==> config.mk <==
export PLATFORM = sky130hd
export DESIGN_NAME = usbctl_csr_top
export DESIGN_NICKNAME = d
export VERILOG_FILES = /design/src/rtl/usbctl_pkg.sv /design/src/rtl/usbctl_addr_dec.sv /design/src/rtl/usbctl_cfg_regs.sv /design/src/rtl/usbctl_irq_ctrl.sv /design/src/rtl/usbctl_csr_top.sv
export SDC_FILE = /design/constraint.sdc
export NUM_CORES = 1
export LEC_CHECK = 0
export BUFFER_PORTS_ARGS = -buffer_cell sky130_fd_sc_hd__buf_2
export CAP_MARGIN = 10
export CORE_MARGIN = 2
export CORE_UTILIZATION = 33
export CTS_BUF_LIST = sky130_fd_sc_hd__clkbuf_16
export CTS_CLUSTER_DIAMETER = 80
export DETAILED_ROUTE_END_ITERATION = 7
export PLACE_DENSITY = 0.62
export SLEW_MARGIN = 10
export SYNTH_ARGS = -nofsm -noshare
export SYNTH_HDL_FRONTEND = slang
export SYNTH_SLANG_ARGS = --single-unit
==> constraint.sdc <==
create_clock -name clk -period 2.1 [get_ports clk]
set_input_delay 0 -clock clk [delete_from_list [all_inputs] [get_ports clk]]
set_output_delay 0 -clock clk [all_outputs]
set_load 0.02 [all_outputs]
==> src/rtl/usbctl_pkg.sv <==
package usbctl_pkg;
  localparam int unsigned DATA_W  = 32;
  localparam int unsigned BYP_W   = 4;
  localparam int unsigned PORT_W  = 5;
  localparam int unsigned FADJ_W  = 6;
  localparam int unsigned EVT_N   = 2;
  localparam int unsigned EVT_DEC = 0;
  localparam int unsigned EVT_HST = 1;
  localparam logic [FADJ_W-1:0] FADJ_RST = 6'h20;

  localparam int unsigned OFS_FILT = 'h30;
  localparam int unsigned OFS_PORT = 'h34;
  localparam int unsigned OFS_FADJ = 'h38;
  localparam int unsigned OFS_BEND = 'h40;
  localparam int unsigned OFS_COH  = 'h44;
  localparam int unsigned OFS_BME  = 'h48;
  localparam int unsigned OFS_RCTL = 'h60;
  localparam int unsigned OFS_IST  = 'h64;
  localparam int unsigned OFS_IMSK = 'h68;
  localparam int unsigned OFS_IEN  = 'h6C;
  localparam int unsigned OFS_IDIS = 'h70;
  localparam int unsigned OFS_SPR  = 'h78;

  typedef enum logic [3:0] {
    RID_FILT, RID_PORT, RID_FADJ, RID_BEND, RID_COH, RID_BME, RID_RCTL,
    RID_IST, RID_IMSK, RID_IEN, RID_IDIS, RID_SPR, RID_NONE
  } reg_id_e;
endpackage

==> src/rtl/usbctl_addr_dec.sv <==
module usbctl_addr_dec
  import usbctl_pkg::*;
#(
  parameter int unsigned ADDR_W = 8
) (
  input  logic [ADDR_W-1:0] addr,
  output reg_id_e           rid
);
  always_comb begin
    rid = RID_NONE;
    if (addr[1:0] == 2'b00) begin
      case (addr)
        ADDR_W'(OFS_FILT): rid = RID_FILT;
        ADDR_W'(OFS_PORT): rid = RID_PORT;
        ADDR_W'(OFS_FADJ): rid = RID_FADJ;
        ADDR_W'(OFS_BEND): rid = RID_BEND;
        ADDR_W'(OFS_COH):  rid = RID_COH;
        ADDR_W'(OFS_BME):  rid = RID_BME;
        ADDR_W'(OFS_RCTL): rid = RID_RCTL;
        ADDR_W'(OFS_IST):  rid = RID_IST;
        ADDR_W'(OFS_IMSK): rid = RID_IMSK;
        ADDR_W'(OFS_IEN):  rid = RID_IEN;
        ADDR_W'(OFS_IDIS): rid = RID_IDIS;
        ADDR_W'(OFS_SPR):  rid = RID_SPR;
        default:           rid = RID_NONE;
      endcase
    end
  end
endmodule

==> src/rtl/usbctl_cfg_regs.sv <==
module usbctl_cfg_regs
  import usbctl_pkg::*;
(
  input  logic              clk,
  input  logic              rst_n,
  input  logic              we,
  input  reg_id_e           rid,
  input  logic [DATA_W-1:0] wdata,
  output logic [BYP_W-1:0]  filt_q,
  output logic [PORT_W-1:0] port_q,
  output logic [FADJ_W-1:0] fadj_q,
  output logic              bend_q,
  output logic              coh_q,
  output logic              bme_q,
  output logic              slverr_q,
  output logic [DATA_W-1:0] spare_q
);
  logic [BYP_W-1:0]  filt_d;
  logic [PORT_W-1:0] port_d;
  logic [FADJ_W-1:0] fadj_d;
  logic              bend_d, coh_d, bme_d, slverr_d;
  logic [DATA_W-1:0] spare_d;

  always_comb begin
    filt_d   = filt_q;
    port_d   = port_q;
    fadj_d   = fadj_q;
    bend_d   = bend_q;
    coh_d    = coh_q;
    bme_d    = bme_q;
    slverr_d = slverr_q;
    spare_d  = spare_q;
    if (we) begin
      case (rid)
        RID_FILT: filt_d   = wdata[BYP_W-1:0];
        RID_PORT: port_d   = wdata[PORT_W-1:0];
        RID_FADJ: fadj_d   = wdata[FADJ_W-1:0];
        RID_BEND: bend_d   = wdata[0];
        RID_COH:  coh_d    = wdata[0];
        RID_BME:  bme_d    = wdata[0];
        RID_RCTL: slverr_d = wdata[0];
        RID_SPR:  spare_d  = wdata;
        default: ;
      endcase
    end
  end

  always_ff @(posedge clk or negedge rst_n) begin
    if (!rst_n) begin
      filt_q   <= '0;
      port_q   <= '0;
      fadj_q   <= FADJ_RST;
      bend_q   <= 1'b0;
      coh_q    <= 1'b0;
      bme_q    <= 1'b1;
      slverr_q <= 1'b0;
      spare_q  <= '0;
    end else begin
      filt_q   <= filt_d;
      port_q   <= port_d;
      fadj_q   <= fadj_d;
      bend_q   <= bend_d;
      coh_q    <= coh_d;
      bme_q    <= bme_d;
      slverr_q <= slverr_d;
      spare_q  <= spare_d;
    end
  end

  // with no write, every configuration field holds its value
  p_cfg_hold_r2: assert property (@(posedge clk) disable iff (!rst_n)
    !we |=> $stable({filt_q, port_q, fadj_q, bend_q, coh_q, bme_q, slverr_q, spare_q}));
endmodule

==> src/rtl/usbctl_irq_ctrl.sv <==
module usbctl_irq_ctrl #(
  parameter int unsigned N = 2
) (
  input  logic         clk,
  input  logic         rst_n,
  input  logic [N-1:0] hw_set,
  input  logic         clr_we,
  input  logic         en_we,
  input  logic         dis_we,
  input  logic [N-1:0] bits,
  output logic [N-1:0] status_q,
  output logic [N-1:0] mask_q,
  output logic         irq
);
  logic [N-1:0] status_d, mask_d, clr_vec;

  always_comb begin
    clr_vec  = clr_we ? bits : '0;
    status_d = (status_q & ~clr_vec) | hw_set;
    mask_d   = mask_q;
    if (en_we)  mask_d = mask_q & ~bits;
    if (dis_we) mask_d = mask_q | bits;
  end

  always_ff @(posedge clk or negedge rst_n) begin
    if (!rst_n) begin
      status_q <= '0;
      mask_q   <= '1;
    end else begin
      status_q <= status_d;
      mask_q   <= mask_d;
    end
  end

  assign irq = |(status_q & ~mask_q);

  p_set_wins_r5: assert property (@(posedge clk) disable iff (!rst_n)
    (|hw_set) |=> ((status_q & $past(hw_set)) == $past(hw_set)));
  p_w1c_r4: assert property (@(posedge clk) disable iff (!rst_n)
    (clr_we && hw_set == '0) |=> ((status_q & $past(bits)) == '0));
  p_unmask_r6: assert property (@(posedge clk) disable iff (!rst_n)
    en_we |=> ((mask_q & $past(bits)) == '0));
  p_maskset_r6: assert property (@(posedge clk) disable iff (!rst_n)
    dis_we |=> ((mask_q & $past(bits)) == $past(bits)));
  p_mask_hold_r7: assert property (@(posedge clk) disable iff (!rst_n)
    (!en_we && !dis_we) |=> $stable(mask_q));
  p_masked_quiet_r8: assert property (@(posedge clk) disable iff (!rst_n)
    (dis_we && bits == '1) |=> !irq);
endmodule

==> src/rtl/usbctl_csr_top.sv <==
module usbctl_csr_top
  import usbctl_pkg::*;
#(
  parameter int unsigned ADDR_W = 8
) (
  input  logic              clk,
  input  logic              rst_n,
  input  logic              bus_sel,
  input  logic              bus_wr,
  input  logic [ADDR_W-1:0] bus_addr,
  input  logic [31:0]       bus_wdata,
  output logic [31:0]       bus_rdata,
  output logic              bus_err,
  input  logic              evt_addr_err,
  input  logic              evt_host_err,
  output logic [3:0]        cfg_filt_bypass,
  output logic [4:0]        cfg_port_strap,
  output logic [5:0]        cfg_frame_adj,
  output logic              cfg_big_endian,
  output logic              cfg_coherent,
  output logic              cfg_master_en,
  output logic              irq
);
  logic rst_meta_q, rst_sync_q;

  always_ff @(posedge clk or negedge rst_n) begin
    if (!rst_n) begin
      rst_meta_q <= 1'b0;
      rst_sync_q <= 1'b0;
    end else begin
      rst_meta_q <= 1'b1;
      rst_sync_q <= rst_meta_q;
    end
  end

  reg_id_e           rid;
  logic              wr_en, miss, slverr_en;
  logic [DATA_W-1:0] spare;
  logic [EVT_N-1:0]  ist, imsk, hw_set;

  usbctl_addr_dec #(.ADDR_W(ADDR_W)) u_dec (.addr(bus_addr), .rid(rid));

  assign wr_en = bus_sel && bus_wr;
  assign miss  = bus_sel && (rid == RID_NONE);

  usbctl_cfg_regs u_cfg (
    .clk(clk), .rst_n(rst_sync_q), .we(wr_en), .rid(rid), .wdata(bus_wdata),
    .filt_q(cfg_filt_bypass), .port_q(cfg_port_strap), .fadj_q(cfg_frame_adj),
    .bend_q(cfg_big_endian), .coh_q(cfg_coherent), .bme_q(cfg_master_en),
    .slverr_q(slverr_en), .spare_q(spare)
  );

  always_comb begin
    hw_set          = '0;
    hw_set[EVT_DEC] = evt_addr_err | miss;
    hw_set[EVT_HST] = evt_host_err;
  end

  usbctl_irq_ctrl #(.N(EVT_N)) u_irq (
    .clk(clk), .rst_n(rst_sync_q), .hw_set(hw_set),
    .clr_we(wr_en && rid == RID_IST),
    .en_we(wr_en && rid == RID_IEN),
    .dis_we(wr_en && rid == RID_IDIS),
    .bits(bus_wdata[EVT_N-1:0]),
    .status_q(ist), .mask_q(imsk), .irq(irq)
  );

  always_comb begin
    bus_rdata = '0;
    if (bus_sel) begin
      case (rid)
        RID_FILT: bus_rdata = DATA_W'(cfg_filt_bypass);
        RID_PORT: bus_rdata = DATA_W'(cfg_port_strap);
        RID_FADJ: bus_rdata = DATA_W'(cfg_frame_adj);
        RID_BEND: bus_rdata = DATA_W'(cfg_big_endian);
        RID_COH:  bus_rdata = DATA_W'(cfg_coherent);
        RID_BME:  bus_rdata = DATA_W'(cfg_master_en);
        RID_RCTL: bus_rdata = DATA_W'(slverr_en);
        RID_IST:  bus_rdata = DATA_W'(ist);
        RID_IMSK: bus_rdata = DATA_W'(imsk);
        RID_SPR:  bus_rdata = spare;
        default:  bus_rdata = '0;
      endcase
    end
  end

  assign bus_err = miss && slverr_en;

  p_err_gate_r9: assert property (@(posedge clk) disable iff (!rst_sync_q)
    bus_err |-> (slverr_en && rid == RID_NONE));
  p_miss_flags_r9: assert property (@(posedge clk) disable iff (!rst_sync_q)
    miss |=> ist[EVT_DEC]);
endmodule

* After elaboration in Yosys (flattened, before gate mapping)
Index checks and enable logic that the tools add are counted.
Storage, ports and cells: register bits after elaboration 57, bits of input ports 46, output and inout bits 52, word-level logic and storage cells 70
Operators by class: equality and inequality tests 24, mux-type cells 7, bitwise logic cells 9, reduce and logical (&&, ||, !) cells 18
Operator list (count):
- 32-bit case mux with 10 select lines | 1
- 8-bit by 7-bit equality test with 1-bit output, second input constant | 9
- 4-bit case mux with 12 select lines | 1
- 32-bit 2-to-1 mux | 1
- 8-bit by 6-bit equality test with 1-bit output, second input constant | 3
- 4-bit equality test, second input constant | 5
- 4-bit by 3-bit equality test with 1-bit output, second input constant | 4
- 2-bit AND reduction | 8
- 4-bit by 2-bit equality test with 1-bit output, second input constant | 2
- 2-bit AND | 3
- 1-bit logical AND | 6
- 2-bit 2-to-1 mux | 3
- 2-bit NOT | 3
- 4-bit by 1-bit equality test with 1-bit output, second input constant | 1
- 4-bit zero test | 1
- 4-bit 2-to-1 mux | 1
- 2-bit OR | 2
- 2-bit zero test | 1
- 2-bit nonzero test | 1
- 2-bit OR reduction | 1
- 1-bit OR | 1

* Depth between registers and ports, before layout
depth after elaboration 9, depth in mapped cells 7

* Cells and area by module
Synthesis repeated with hierarchy kept, for this count alone.
Second synthesis, totals: cells, all modules 253, area total of the unflattened synthesis 3021.6 sq um
By module, submodules not included:
- usbctl_cfg_regs | instances 1, cells each 118, area an instance 1999.4 sq um, seq. area each 1278.7 sq um
- usbctl_csr_top | instances 1, cells each 94, area an instance 671.9 sq um, seq. area each 50.0 sq um
- usbctl_addr_dec | instances 1, cells each 26, area an instance 186.4 sq um, seq. area each 0.0 sq um
- usbctl_irq_ctrl | instances 1, cells each 15, area an instance 163.9 sq um, seq. area each 102.6 sq um

* Worst setup path before layout
No wires, ideal clock.
path type input-to-reg, start point in bus_addr[2], end point reg u_cfg.spare_q[10], library setup time 0.125 ns, arrival time 1.464 ns, data required time 1.975 ns, slack 0.511 ns, stages on the path 6, buffers on the path 2, cells stage by stage buf_4 -> or3b_1 -> a2111oi_4 -> nand2_4 -> buf_6 -> mux2_4
Between the ends: cells in the longest elaborated chain, start to end 5, elaborated cells between the ends (all ways) 16, those cells by class eq/ne: 13; mux: 2; reduce/logical: 1
RTL lines:
- from (decl) | line usbctl_csr_top.sv:10 | input logic [ADDR_W-1:0] bus_addr,
- 8-bit by 7-bit equality test with 1-bit output / 8-bit by 6-bit equality test with 1-bit output (equally long branches) | line usbctl_addr_dec.sv:12 | case (addr)
- 4-bit case mux with 12 select lines * | line usbctl_addr_dec.sv:12
- 4-bit 2-to-1 mux * | line usbctl_addr_dec.sv:11 | if (addr[1:0] == 2'b00) begin
- 4-bit equality test * | line usbctl_cfg_regs.sv:34 | case (rid)
- 2-bit AND reduction (no line) *
- to (signal assigned) | line usbctl_cfg_regs.sv:66 | spare_q <= spare_d;
- to (decl) | line usbctl_cfg_regs.sv:16 | output logic [DATA_W-1:0] spare_q
Mark *: on every way between the ends. The rest lies on a longest branch, timed or not. A chain may end at the register's enable or synchronous reset.

==> results.json <==
{
  "min_path_cells": 2,
  "setup_ws_ns": 0.279,
  "io_buffers": 97,
  "synth-seq-area-share_pct": 48.1,
  "synth_cells": 266,
  "clockRootBuffer": "clkbuf_16",
  "diodes": 0,
  "drtIter0Drc": 104,
  "grt_max_degree": 55,
  "synthToLayoutAreaGrowth_pct": 42.9,
  "num_rows": 34,
  "clk_path_buf_depth": 2,
  "clock_latency_ns": 0.31,
  "hp-start": "bus_wdata[2]",
  "yosys_register_bits": 57,
  "status": "completed",
  "vias": 2588,
  "wl_per_cell_um": 15.6,
  "synthDistinctLibCells": 46,
  "antenna_found_initial": 0,
  "gp_congestion": 0.890,
  "startpoint_type": "flip-flop",
  "cts_tree": "built",
  "drv_slew": 0,
  "min_to": "u_cfg.fadj_q[2]",
  "dpl-instance-area_um2": 3630,
  "fin_skew_ns": 0.00549,
  "synth.avg_cell_area_um2": 11.2,
  "dieArea_um2": 9800,
  "synth_area_um2": 2980,
  "ir_drop_uv": 424,
  "postCtsSetupBuffers": 0,
  "p_leak_nw": 2.35,
  "fin_crit_sh_pct": 86.7,
  "reg2reg_depth": 2,
  "drive_above_1_share_pct": 42.8,
  "fin_area_um2": 4250,
  "crit_path_end_kind": "output port",
  "overflow": 0,
  "cellPowerDensity_nw_per_um2": 649,
  "rsz0062_at_grt": "false",
  "hold_class": "input pin to flip-flop",
  "synth_fp_nets": 312,
  "via_per_inst": 5.01,
  "async_flop_share_pct": 100,
  "final_cell_mix": "97 x buf_2, 52 x dfrtp_1, 34 x dlygate4sd3_1, 30 x and3_1, 27 x nand2_1",
  "synth_edf_count": 0,
  "cts.sinks": 57,
  "track_usage_pct": 17.0,
  "drt_pass1_iterations": 4,
  "tns_ns": 0,
  "crit_type": "flip-flop to output port",
  "grt_pass1_vias": 2619,
  "final_nets": 450,
  "die_y_um": 99.0,
  "cts_buffers": 9,
  "start_util_pct": 34.1,
  "grt_pass1_wl_um": 13200,
  "fmax_ghz": 0.549,
  "maxCapViolCount": 0,
  "final_hold_viol_count": 0,
  "crit_path_max_fanout": 4,
  "rrSetupSlack_ns": 1.26,
  "die_w_um": 99.0,
  "drcViolationCount": 0,
  "pre_cts_slack_ns": 0.348,
  "ctsResizeCount": 0,
  "antenna_left": 0,
  "core_area_um2": 8720,
  "dp_hpwl_um": 5740,
  "drt_wl_total_um": 8090,
  "fin_util_pct": 48.8,
  "setup_viol": 0,
  "cp.arrival_ns": 1.82,
  "yosys_warnings": 0,
  "top_level_ports": 98,
  "period_minus_slack_ns": 1.82,
  "layout_commonest_cell": "buf_2",
  "critPathRequiredTime_ns": 2.10,
  "h-tree-depth": 3,
  "clk_pin_slew_ns": 0.05,
  "ys.flop_type": "dfrtp_1"
}
==> report_power, final <==
group | switching [mW] | leakage, nW | internal, mW
Combinational | 0.123 | 1.45 | 0.116
Clock | 0.491 | 0.150 | 0.905
Sequential | 0.0110 | 0.754 | 1.11
Total | 0.625 | 2.35 | 2.14
==> sequential cells by signal, summed over array words and instances, names as in the netlist, named ones only <==
signal and flops:
u_cfg.coh_q 1, rst_sync_q 1, u_cfg.fadj_q 6, u_irq.status_q 2, rst_meta_q 1, u_cfg.bend_q 1
u_cfg.bme_q 1, u_cfg.spare_q 32, u_cfg.filt_q 4, u_cfg.port_q 5, u_cfg.slverr_q 1
==> final cells by class <==
| class | instances | area, um2 |
|---|---|---|
| fillers | 821 | 4470 |
| multi-input cells | 185 | 1430 |
| well taps | 108 | 135 |
| clock buffers | 9 | 225 |
| clock inverters | 7 | 62.6 |
| flip-flops and latches | 57 | 1430 |
| inverters | 8 | 30.0 |
| repair buffers | 143 | 941 |
==> critical path, cell delays in order (launching register included) <==
cell	delay (ns)
dfstp_2	0.56
mux2_2	0.16
a32oi_1	0.05
a21boi_0	0.22
a31oi_1	0.08
a21oi_1	0.24
buf_2	0.21
==> worst max-delay path by stage <==
| stage | startpoint | to | slack (ns) | cells past startpoint |
|---|---|---|---|---|
| final | flip-flop | bus_rdata[0] | 0.28 | 6 |
| after global routing | flip-flop | bus_rdata[0] | 0.22 | 6 |
| after CTS | flip-flop | bus_rdata[0] | 0.29 | 6 |
| after global placement | bus_addr[3] | bus_rdata[11] | 0.37 | 6 |
| after detailed placement | bus_addr[2] | u_cfg.spare_q[12] | 0.35 | 6 |
| after floorplan | rst_sync_q | u_cfg.bend_q | 0.40 | 0 |
==> routing by layer <==
layer  up-vias  global-route usage (%)  routed length, um
met3        15                    3.55                399
met5         -                       0                  0
met4         0                    6.11                198
met2        86                    27.3               3900
met1      1251                    22.6               3590
li1       1236                       -                  -
==> what timing repair did <==
item                       in CTS  in global routing
hold buffers                   34                  0
hold endpoints to repair       41                  0
setup endpoints to repair       0                  0
==> kinds of logic (layout without fill, tap and decap cells) <==
family,count (synthesis),in the layout,share of synthesized area [%]
xor gates and xnor gates,1,1,0.294
buffers and inverters,24,167,3.95
DFF,57,57,48.1
muxes,46,46,20.5
and+or+nand+nor,95,95,17.5
AOI/OAI and AO/OA,42,42,9.50
other,1,1,0.126
==> synthesized netlist by cell type, types with 2 or more instances <==
cell type | instances | area, um2
a21oi_1 | 5 | 25.0
a22oi_1 | 4 | 30.0
a31oi_1 | 6 | 37.5
and2_1 | 4 | 25.0
and3_1 | 30 | 188
buf_6 | 3 | 33.8
clkbuf_1 | 11 | 41.3
dfrtp_1 | 53 | 1330
dfstp_2 | 4 | 105
inv_1 | 8 | 30.0
mux2_2 | 16 | 180
mux2_4 | 26 | 390
mux2i_1 | 4 | 40.0
nand2_1 | 27 | 101
nand3_1 | 11 | 55.1
nor2_1 | 6 | 22.5
nor2b_1 | 2 | 12.5
nor4b_1 | 2 | 17.5
o21ai_0 | 15 | 75.1
o31ai_1 | 2 | 15.0
or2_2 | 2 | 12.5
==> through the flow <==
step	instances	hold WS, ns	power, mW
after floorplan	266	-0.296	1.23
after global placement	467	-0.214	1.33
after detailed placement	467	-0.213	1.34
after CTS	517	0.00319	2.80
after global routing	517	0.0312	2.87
final	517	0.0117	2.76
(Power assumes the default switching activity.)
